### config.mk
export PLATFORM = sky130hd
export DESIGN_NAME = txr_fetch
export DESIGN_NICKNAME = d
export VERILOG_FILES = /design/src/rtl/txr_pkg.sv /design/src/rtl/txr_ring_ptr.sv /design/src/rtl/txr_byte_lane.sv /design/src/rtl/txr_fetch.sv
export SDC_FILE = /design/constraint.sdc
export NUM_CORES = 1
export LEC_CHECK = 0
export BUFFER_PORTS_ARGS = -buffer_cell sky130_fd_sc_hd__buf_4
export CAP_MARGIN = 15
export CORE_MARGIN = 8
export CORE_UTILIZATION = 53
export DETAILED_ROUTE_END_ITERATION = 8
export MAX_ROUTING_LAYER = met4
export PLACE_DENSITY = 0.78
export SYNTH_ARGS = -nofsm -noshare
export SYNTH_HDL_FRONTEND = slang
export SYNTH_SLANG_ARGS = --single-unit
### constraint.sdc
create_clock -name clk -period 4 [get_ports clk]
set_clock_uncertainty 0.2 [all_clocks]
set_input_delay 0.6 -clock clk [delete_from_list [all_inputs] [get_ports clk]]
set_output_delay 0.6 -clock clk [all_outputs]
set_load 0.01 [all_outputs]
### src/rtl/txr_pkg.sv
package txr_pkg;
  localparam int LEN_W   = 11;
  localparam int EOF_B   = 15;
  localparam int NOCRC_B = 16;
  localparam int EXH_B   = 27;
  localparam int UNDR_B  = 28;
  localparam int RTRY_B  = 29;
  localparam int WRAP_B  = 30;
  localparam int OWN_B   = 31;

  typedef enum logic [3:0] {
    S_IDLE, S_CTL_RD, S_CTL_CHK, S_ADR_RD, S_ADR_CHK,
    S_WRD_RD, S_WRD_LD, S_SEND, S_WB, S_EXH
  } fsm_t;

  // Completion image of a control word: owned back by software, error
  // flags cleared (no underrun can occur with a back-pressured stream).
  function automatic logic [31:0] done_word(input logic [31:0] c);
    logic [31:0] w;
    w         = c;
    w[OWN_B]  = 1'b1;
    w[RTRY_B] = 1'b0;
    w[UNDR_B] = 1'b0;
    w[EXH_B]  = 1'b0;
    return w;
  endfunction
endpackage

### src/rtl/txr_ring_ptr.sv
module txr_ring_ptr #(
  parameter int AW = 16,
  parameter int IW = 4
) (
  input  logic          clk,
  input  logic          rst_n,
  input  logic [AW-1:0] base_i,
  input  logic          adv_i,
  input  logic          wrap_i,
  output logic [AW-1:0] desc_addr_o,
  output logic [AW-1:0] ctl_addr_o,
  output logic [AW-1:0] prev_ctl_addr_o
);
  localparam int OW = IW + 1;

  logic [IW-1:0] idx_q, idx_d, prev_q;

  always_comb begin
    idx_d = wrap_i ? '0 : idx_q + 1'b1;
  end

  always_ff @(posedge clk or negedge rst_n) begin
    if (!rst_n) begin
      idx_q  <= '0;
      prev_q <= '0;
    end else if (adv_i) begin
      idx_q  <= idx_d;
      prev_q <= idx_q;
    end
  end

  logic [OW-1:0] off_cur, off_prev;
  assign off_cur         = {idx_q, 1'b0};
  assign off_prev        = {prev_q, 1'b1};
  assign desc_addr_o     = base_i + AW'(off_cur);
  assign ctl_addr_o      = desc_addr_o + 1'b1;
  assign prev_ctl_addr_o = base_i + AW'(off_prev);

  AST_WRAP_TO_BASE: assert property (@(posedge clk) disable iff (!rst_n)
    adv_i && wrap_i && $stable(base_i) |=> desc_addr_o == base_i) else $error("wrap");
endmodule

### src/rtl/txr_byte_lane.sv
module txr_byte_lane #(
  parameter int AW = 16,
  parameter int LW = 11
) (
  input  logic          clk,
  input  logic          rst_n,
  input  logic          buf_ld_i,
  input  logic [AW-1:0] buf_addr_i,
  input  logic          word_ld_i,
  input  logic [31:0]   word_i,
  input  logic          step_i,
  input  logic [LW-1:0] len_i,
  output logic [AW-1:0] rd_addr_o,
  output logic [7:0]    byte_o,
  output logic          final_o,
  output logic          lane_end_o
);
  localparam int WW = LW - 2;

  logic [AW-1:0] buf_q;
  logic [31:0]   word_q;
  logic [LW-1:0] cnt_q;
  logic [WW-1:0] wofs;

  always_ff @(posedge clk or negedge rst_n) begin
    if (!rst_n) begin
      buf_q  <= '0;
      word_q <= '0;
      cnt_q  <= '0;
    end else begin
      if (buf_ld_i) begin
        buf_q <= buf_addr_i;
        cnt_q <= '0;
      end else if (step_i) begin
        cnt_q <= cnt_q + 1'b1;
      end
      if (word_ld_i) word_q <= word_i;
    end
  end

  assign wofs       = cnt_q[LW-1:2];
  assign rd_addr_o  = buf_q + AW'(wofs);
  assign byte_o     = word_q[{cnt_q[1:0], 3'b000} +: 8];
  assign final_o    = (cnt_q == len_i - 1'b1);
  assign lane_end_o = (cnt_q[1:0] == 2'b11);

  AST_STEP_BEFORE_END: assert property (@(posedge clk) disable iff (!rst_n)
    step_i |-> !final_o) else $error("step past end");
endmodule

### src/rtl/txr_fetch.sv
module txr_fetch #(
  parameter int AW = 16,
  parameter int IW = 4
) (
  input  logic          clk,
  input  logic          rst_n,
  input  logic          start_i,
  input  logic          halt_i,
  input  logic [AW-1:0] ring_base_i,
  output logic          busy_o,
  output logic          mem_rd_o,
  output logic          mem_wr_o,
  output logic [AW-1:0] mem_addr_o,
  output logic [31:0]   mem_wdata_o,
  input  logic [31:0]   mem_rdata_i,
  output logic          tx_valid_o,
  output logic [7:0]    tx_data_o,
  output logic          tx_last_o,
  output logic          tx_nocrc_o,
  input  logic          tx_ready_i
);
  import txr_pkg::*;

  // Asynchronous assertion, synchronous release.
  logic [1:0] rsync_q;
  logic       rst_q;
  always_ff @(posedge clk or negedge rst_n) begin
    if (!rst_n) rsync_q <= 2'b00;
    else        rsync_q <= {rsync_q[0], 1'b1};
  end
  assign rst_q = rsync_q[1];

  fsm_t        state_q, state_d;
  logic [31:0] ctrl_q, wb_q;
  logic        in_frame_q, in_frame_d, frm_en;
  logic        halt_q, halt_d;
  logic        ctl_en, wb_en;

  logic          adv, buf_ld, word_ld, step;
  logic [AW-1:0] desc_addr, ctl_addr, prev_ctl_addr, lane_addr;
  logic [7:0]    lane_byte;
  logic          lane_final, lane_end;
  logic          eof_bit;

  assign eof_bit = ctrl_q[EOF_B];

  txr_ring_ptr #(.AW(AW), .IW(IW)) u_ptr (
    .clk(clk), .rst_n(rst_q), .base_i(ring_base_i), .adv_i(adv),
    .wrap_i(ctrl_q[WRAP_B]), .desc_addr_o(desc_addr), .ctl_addr_o(ctl_addr),
    .prev_ctl_addr_o(prev_ctl_addr)
  );

  txr_byte_lane #(.AW(AW), .LW(LEN_W)) u_lane (
    .clk(clk), .rst_n(rst_q), .buf_ld_i(buf_ld), .buf_addr_i(mem_rdata_i[AW-1:0]),
    .word_ld_i(word_ld), .word_i(mem_rdata_i), .step_i(step),
    .len_i(ctrl_q[LEN_W-1:0]), .rd_addr_o(lane_addr), .byte_o(lane_byte),
    .final_o(lane_final), .lane_end_o(lane_end)
  );

  // Next-state and output decode
  always_comb begin
    state_d     = state_q;
    mem_rd_o    = 1'b0;
    mem_wr_o    = 1'b0;
    mem_addr_o  = '0;
    mem_wdata_o = '0;
    buf_ld      = 1'b0;
    word_ld     = 1'b0;
    step        = 1'b0;
    adv         = 1'b0;
    ctl_en      = 1'b0;
    wb_en       = 1'b0;
    frm_en      = 1'b0;
    in_frame_d  = in_frame_q;
    unique case (state_q)
      S_IDLE: begin
        if (start_i) state_d = S_CTL_RD;
      end
      S_CTL_RD: begin
        mem_rd_o   = 1'b1;
        mem_addr_o = ctl_addr;
        state_d    = S_CTL_CHK;
      end
      S_CTL_CHK: begin
        if (mem_rdata_i[OWN_B]) begin
          state_d = in_frame_q ? S_EXH : S_IDLE;
        end else begin
          ctl_en  = 1'b1;
          state_d = S_ADR_RD;
        end
      end
      S_ADR_RD: begin
        mem_rd_o   = 1'b1;
        mem_addr_o = desc_addr;
        state_d    = S_ADR_CHK;
      end
      S_ADR_CHK: begin
        buf_ld  = 1'b1;
        state_d = (ctrl_q[LEN_W-1:0] == '0) ? S_WB : S_WRD_RD;
      end
      S_WRD_RD: begin
        mem_rd_o   = 1'b1;
        mem_addr_o = lane_addr;
        state_d    = S_WRD_LD;
      end
      S_WRD_LD: begin
        word_ld = 1'b1;
        state_d = S_SEND;
      end
      S_SEND: begin
        if (tx_ready_i) begin
          if (lane_final) begin
            state_d = S_WB;
          end else begin
            step = 1'b1;
            if (lane_end) state_d = S_WRD_RD;
          end
        end
      end
      S_WB: begin
        mem_wr_o    = 1'b1;
        mem_addr_o  = ctl_addr;
        mem_wdata_o = done_word(ctrl_q);
        adv         = 1'b1;
        wb_en       = 1'b1;
        frm_en      = 1'b1;
        in_frame_d  = !eof_bit;
        state_d     = (eof_bit && (halt_q || halt_i)) ? S_IDLE : S_CTL_RD;
      end
      S_EXH: begin
        mem_wr_o           = 1'b1;
        mem_addr_o         = prev_ctl_addr;
        mem_wdata_o        = wb_q;
        mem_wdata_o[EXH_B] = 1'b1;
        frm_en             = 1'b1;
        in_frame_d         = 1'b0;
        state_d            = S_IDLE;
      end
      default: state_d = S_IDLE;
    endcase
  end

  always_comb begin
    if (state_q == S_IDLE || state_d == S_IDLE) halt_d = 1'b0;
    else                                        halt_d = halt_q | halt_i;
  end

  // Registers
  always_ff @(posedge clk or negedge rst_q) begin
    if (!rst_q) begin
      state_q    <= S_IDLE;
      ctrl_q     <= '0;
      wb_q       <= '0;
      in_frame_q <= 1'b0;
      halt_q     <= 1'b0;
    end else begin
      state_q <= state_d;
      halt_q  <= halt_d;
      if (ctl_en) ctrl_q     <= mem_rdata_i;
      if (wb_en)  wb_q       <= done_word(ctrl_q);
      if (frm_en) in_frame_q <= in_frame_d;
    end
  end

  assign busy_o     = (state_q != S_IDLE);
  assign tx_valid_o = (state_q == S_SEND);
  assign tx_data_o  = lane_byte;
  assign tx_last_o  = tx_valid_o && lane_final && eof_bit;
  assign tx_nocrc_o = tx_valid_o && ctrl_q[NOCRC_B];

  AST_ONE_MEM_OP: assert property (@(posedge clk) disable iff (!rst_q)
    !(mem_rd_o && mem_wr_o)) else $error("rd and wr");
  AST_IDLE_QUIET: assert property (@(posedge clk) disable iff (!rst_q)
    !busy_o |-> !mem_rd_o && !mem_wr_o && !tx_valid_o) else $error("idle activity");
  AST_STREAM_HOLD: assert property (@(posedge clk) disable iff (!rst_q)
    tx_valid_o && !tx_ready_i |=> tx_valid_o && $stable(tx_data_o) && $stable(tx_last_o)
      && $stable(tx_nocrc_o)) else $error("stream changed");
  AST_WB_OWNED: assert property (@(posedge clk) disable iff (!rst_q)
    mem_wr_o |-> mem_wdata_o[OWN_B] && !mem_wdata_o[RTRY_B] && !mem_wdata_o[UNDR_B])
    else $error("write-back image");
  AST_LAST_THEN_WB: assert property (@(posedge clk) disable iff (!rst_q)
    tx_valid_o && tx_ready_i && tx_last_o |=> mem_wr_o) else $error("no write-back");
  AST_START_BUSY: assert property (@(posedge clk) disable iff (!rst_q)
    !busy_o && start_i |=> busy_o) else $error("start ignored");
endmodule

==> metrics.md <==
| Metric | Value |
|---|---|
| Placed insts | 1,175 |
| Clock latency on the worst-skew pair | roughly 0.42 ns |
| H-tree depth | 4 |
| Ranking of synthesized cells by area | dfrtp_1 41%, nand2_1 12%, mux2_2 8.2% |
| Critical path's slowest cell | dfrtp_2 |
| Crit-path max cell delay | 0.42 ns |
| Final WS setup | about 0.07 ns |
| CP Capture Type | output pin |
| Yosys top cell area share | 0.413 |
| # port buffers | 112 |
| Chip height | roughly 140 um |
| Leak pwr | approximately 4.7 nW |
| Setup-failing EPs final | 0 |
| First DRT Iteration DRCs | roughly 570 |
| WHS | around 0.16 ns |
| Hold Path Class | reg -> reg |
| Power Density | 620 nW/um2 |
| GR Overflow Total | 0 |
| Max Freq | between 0.2 and 0.3 GHz |
| Gr usage total | 0.253 |
| Main synth FF type | dfrtp_1 |
| Total I/O pin count | between 100 and 150 |
| Initial Util | 0.535 |
| Worst vdd ir | around 0.00044 V |
| RR Startpoint | ctrl_q[3]$_DFFE_PN0P_ |
| Final nets | 1,087 |
| Total clock sinks | roughly 130 |
| Synth area leader | dfrtp_1 |
| CTS root buffer | clkbuf_16 |
| Post-layout instance count excluding filler cells | 1,211 |
| Max-Cap Viols | 0 |
| Number of vias per cell | slightly below 6 |
| Die area | 19,300 um2 |
| Seq/Total Area, Yosys | 0.413 |
| CTS tree | yes |
| CP Launch Point | u_ptr.idx_q[0]$_DFFE_PN0P_ |
| CTS clk-pin slew, worst paths | roughly 0.060 ns |
| RePlAce Congestion | 0.918 |
| Remaining DRCs | 0 |
| Worst-margin pin slew | around 1 ns |
| Clock Path Buffers | 2 |
| Min Tclk post-route | ~4 ns |
| Slew headroom | 0.325 |
| Core ar. | between 10,000 and 15,000 um2 |
| Number of flops mapped to enable cells by yosys | 0 |
| Area grow syn2layout | 22.4% |
| Yosys warns | 0 |
| Final Hold Vio Count | 0 |
| Detailed-route wire length per cell | 19.5 um |
| FILL cells | around 1,200 |
| Worst-path fanout max | 6 |
| Synthesized area | 8010 um2 |
| RSZ-0062 raised after global routing | yes |
| Final HPWL DP | around 17 mm |
| Max-slew violation count | 0 |
| ANT cells | 0 |
| Core Util, Final | 0.654 |
| Crit path DAT | 3.13 ns |
| Cts bufs inserted | 17 |
| Syn Area/Cell | ~9 um2 |
| DR vias | between 7,000 and 8,000 |
| Synth Register Bits | about 130 |
| Vias in the first global route | about 7,400 |
| Die Wd | between 100 and 150 um |
| Post-synthesis async set-or-reset flop share | 1.00 |
| Outcome | completed |
| Cells along the critical path | ha_2 > fa_2 > nand3_1 > and2_4 > or3_1 > a221oi_2 > nand4b_1 > xnor2_1 > a221o_1 > buf_4 |
| Startpoint Class | register |
| Unique masters post-synth | 69 |
| Antenna-violating nets left | 0 |
| WS Path Type | reg -> out |
| Pre-antenna DRT Iters | 5 |
| Initial antenna violation count | 0 |
| Final WL | 23.6 mm |
| Fin crit share | 0.983 |
| First-pass GRT wire length | between 30 and 40 mm |
| # rows | 45 |
| Largest net degree at the start of global routing | 78 |
| Layout cells sized above 1 | 0.258 |
| Cell count after synthesis | 894 |
| Setup WS pre-CTS | approximately 0.021 ns |
| Hold_sp | rsync_q[0]$_DFF_PN0_ |
| WP data required | ~3.2 ns |
per-layer routing:
layer	up-vias	global-route usage	part of all wire
li1	3364	-	-
met1	3487	0.287	0.40
met2	278	0.408	0.48
met3	64	0.0606	0.072
met4	0	0.139	0.044
met5	-	-	0
cells in the mapped netlist (all sizes together) (7+ instances only):
library cell	count
xor2	23
nor2	29
and3	9
mux4	8
nand2	254
or3	8
inv	13
buf	10
mux2i	9
nor3	11
o211ai	7
nand3	27
o21ai	50
clkbuf	39
mux2	58
dfrtp	132
and2	7
ha	21
nand4	8
xnor2	21
a21oi	34
nand2b	8
a21o	7
a211oi	7
power by group:
part	internal (mW)	switching, mW
clock network	0.949	0.587
registers	1.79	0.448
logic	1.14	1.16
total	3.88	2.19
final cells by class:
type | instances | area [um2] | area share
Multi-Input combinational cell | 701 | 4520 | 0.461
Inverter | 13 | 48.8 | 0.00498
Timing Repair Buffer | 145 | 1100 | 0.113
Clock buffer | 20 | 457 | 0.0466
Clock inverter | 12 | 130 | 0.0133
Sequential cell | 132 | 3310 | 0.338
Tap cell | 188 | 235 | 0.0240
path summary, 6_finish.rpt:
path | end | slack (ns) | cells past startpoint
max | mem_addr_o[15] | 0.07 | 10
max reg2reg | u_lane.cnt_q[3]$_DFFE_PN0P_ | 1.07 | 7
min reg2reg | rsync_q[1]$_DFF_PN0_ | 0.16 | 0
min in group asynchronous | rsync_q[0]$_DFF_PN0_ | 0.30 | 2
min | rsync_q[1]$_DFF_PN0_ | 0.16 | 0
max in group asynchronous | u_lane.cnt_q[2]$_DFFE_PN0P_ | 2.45 | 1
cells by family (layout without fill, tap and decap cells):
logic type,after synthesis,after routing,synth area share
adder cells (fa/ha/maj),25,25,0.0416
XOR/XNOR,44,44,0.0481
AND/OR/NAND/NOR,389,389,0.215
multiplexers,75,75,0.115
flip-flops,132,132,0.413
AO/OA/AOI/OAI,165,165,0.135
other,2,3,0.000938
buffers and inverters,62,190,0.0320
repair_timing:
action | CTS | global route
hold buffers | 1 | 0
endpoints found under the hold margin | 2 | 0
endpoints found under the setup margin | 5 | 9
resized for setup | 5 | 12
pin swaps | 1 | 2
buffers inserted | 1 | 2
through the flow:
stage	total power [mW]	cell area [um2]	setup TNS (ns)
2_1_floorplan	3.69	8010	0
3_3_place_gp	4.40	9130	0
3_5_place_dp	4.47	9130	0
4_1_cts	6.08	9750	0
5_1_grt	6.42	9800	-0.0871
6_report	6.07	9800	0
sequential cells by signal (all words and copies together), names as in the netlist, 2 cells and up:
register / count
ctrl_q: 28
wb_q: 29
u_ptr.idx_q: 4
u_lane.cnt_q: 11
rsync_q: 2
u_lane.buf_q: 16
u_ptr.prev_q: 4
state_q: 4
u_lane.word_q: 32
worst max-delay path: cells and delay by family (launching register included):
kind / cells / cell delay, ns
DFF: 1 / 0.42
AOI/OAI and AO/OA: 2 / 0.62
and+or+nand+nor: 4 / 0.90
xor gates and xnor gates: 1 / 0.15
adders and majority gates: 2 / 0.48
buffers and inverters: 1 / 0.14
cells in the final DEF (no fill, tap or decap), types with 9 or more instances in the layout:
| cell | count |
|---|---|
| nand2_1 | 254 |
| buf_4 | 143 |
| dfrtp_1 | 129 |
| mux2_2 | 58 |
| o21ai_0 | 48 |
| a21oi_1 | 32 |
| nor2_1 | 28 |
| nand3_1 | 27 |
| xor2_1 | 22 |
| xnor2_1 | 21 |
| ha_1 | 19 |
| clkbuf_16 | 17 |
| inv_1 | 13 |
| nor3_1 | 10 |
| and3_1 | 9 |
| mux2i_1 | 9 |
Note: power is estimated with default switching activity, not from simulation.
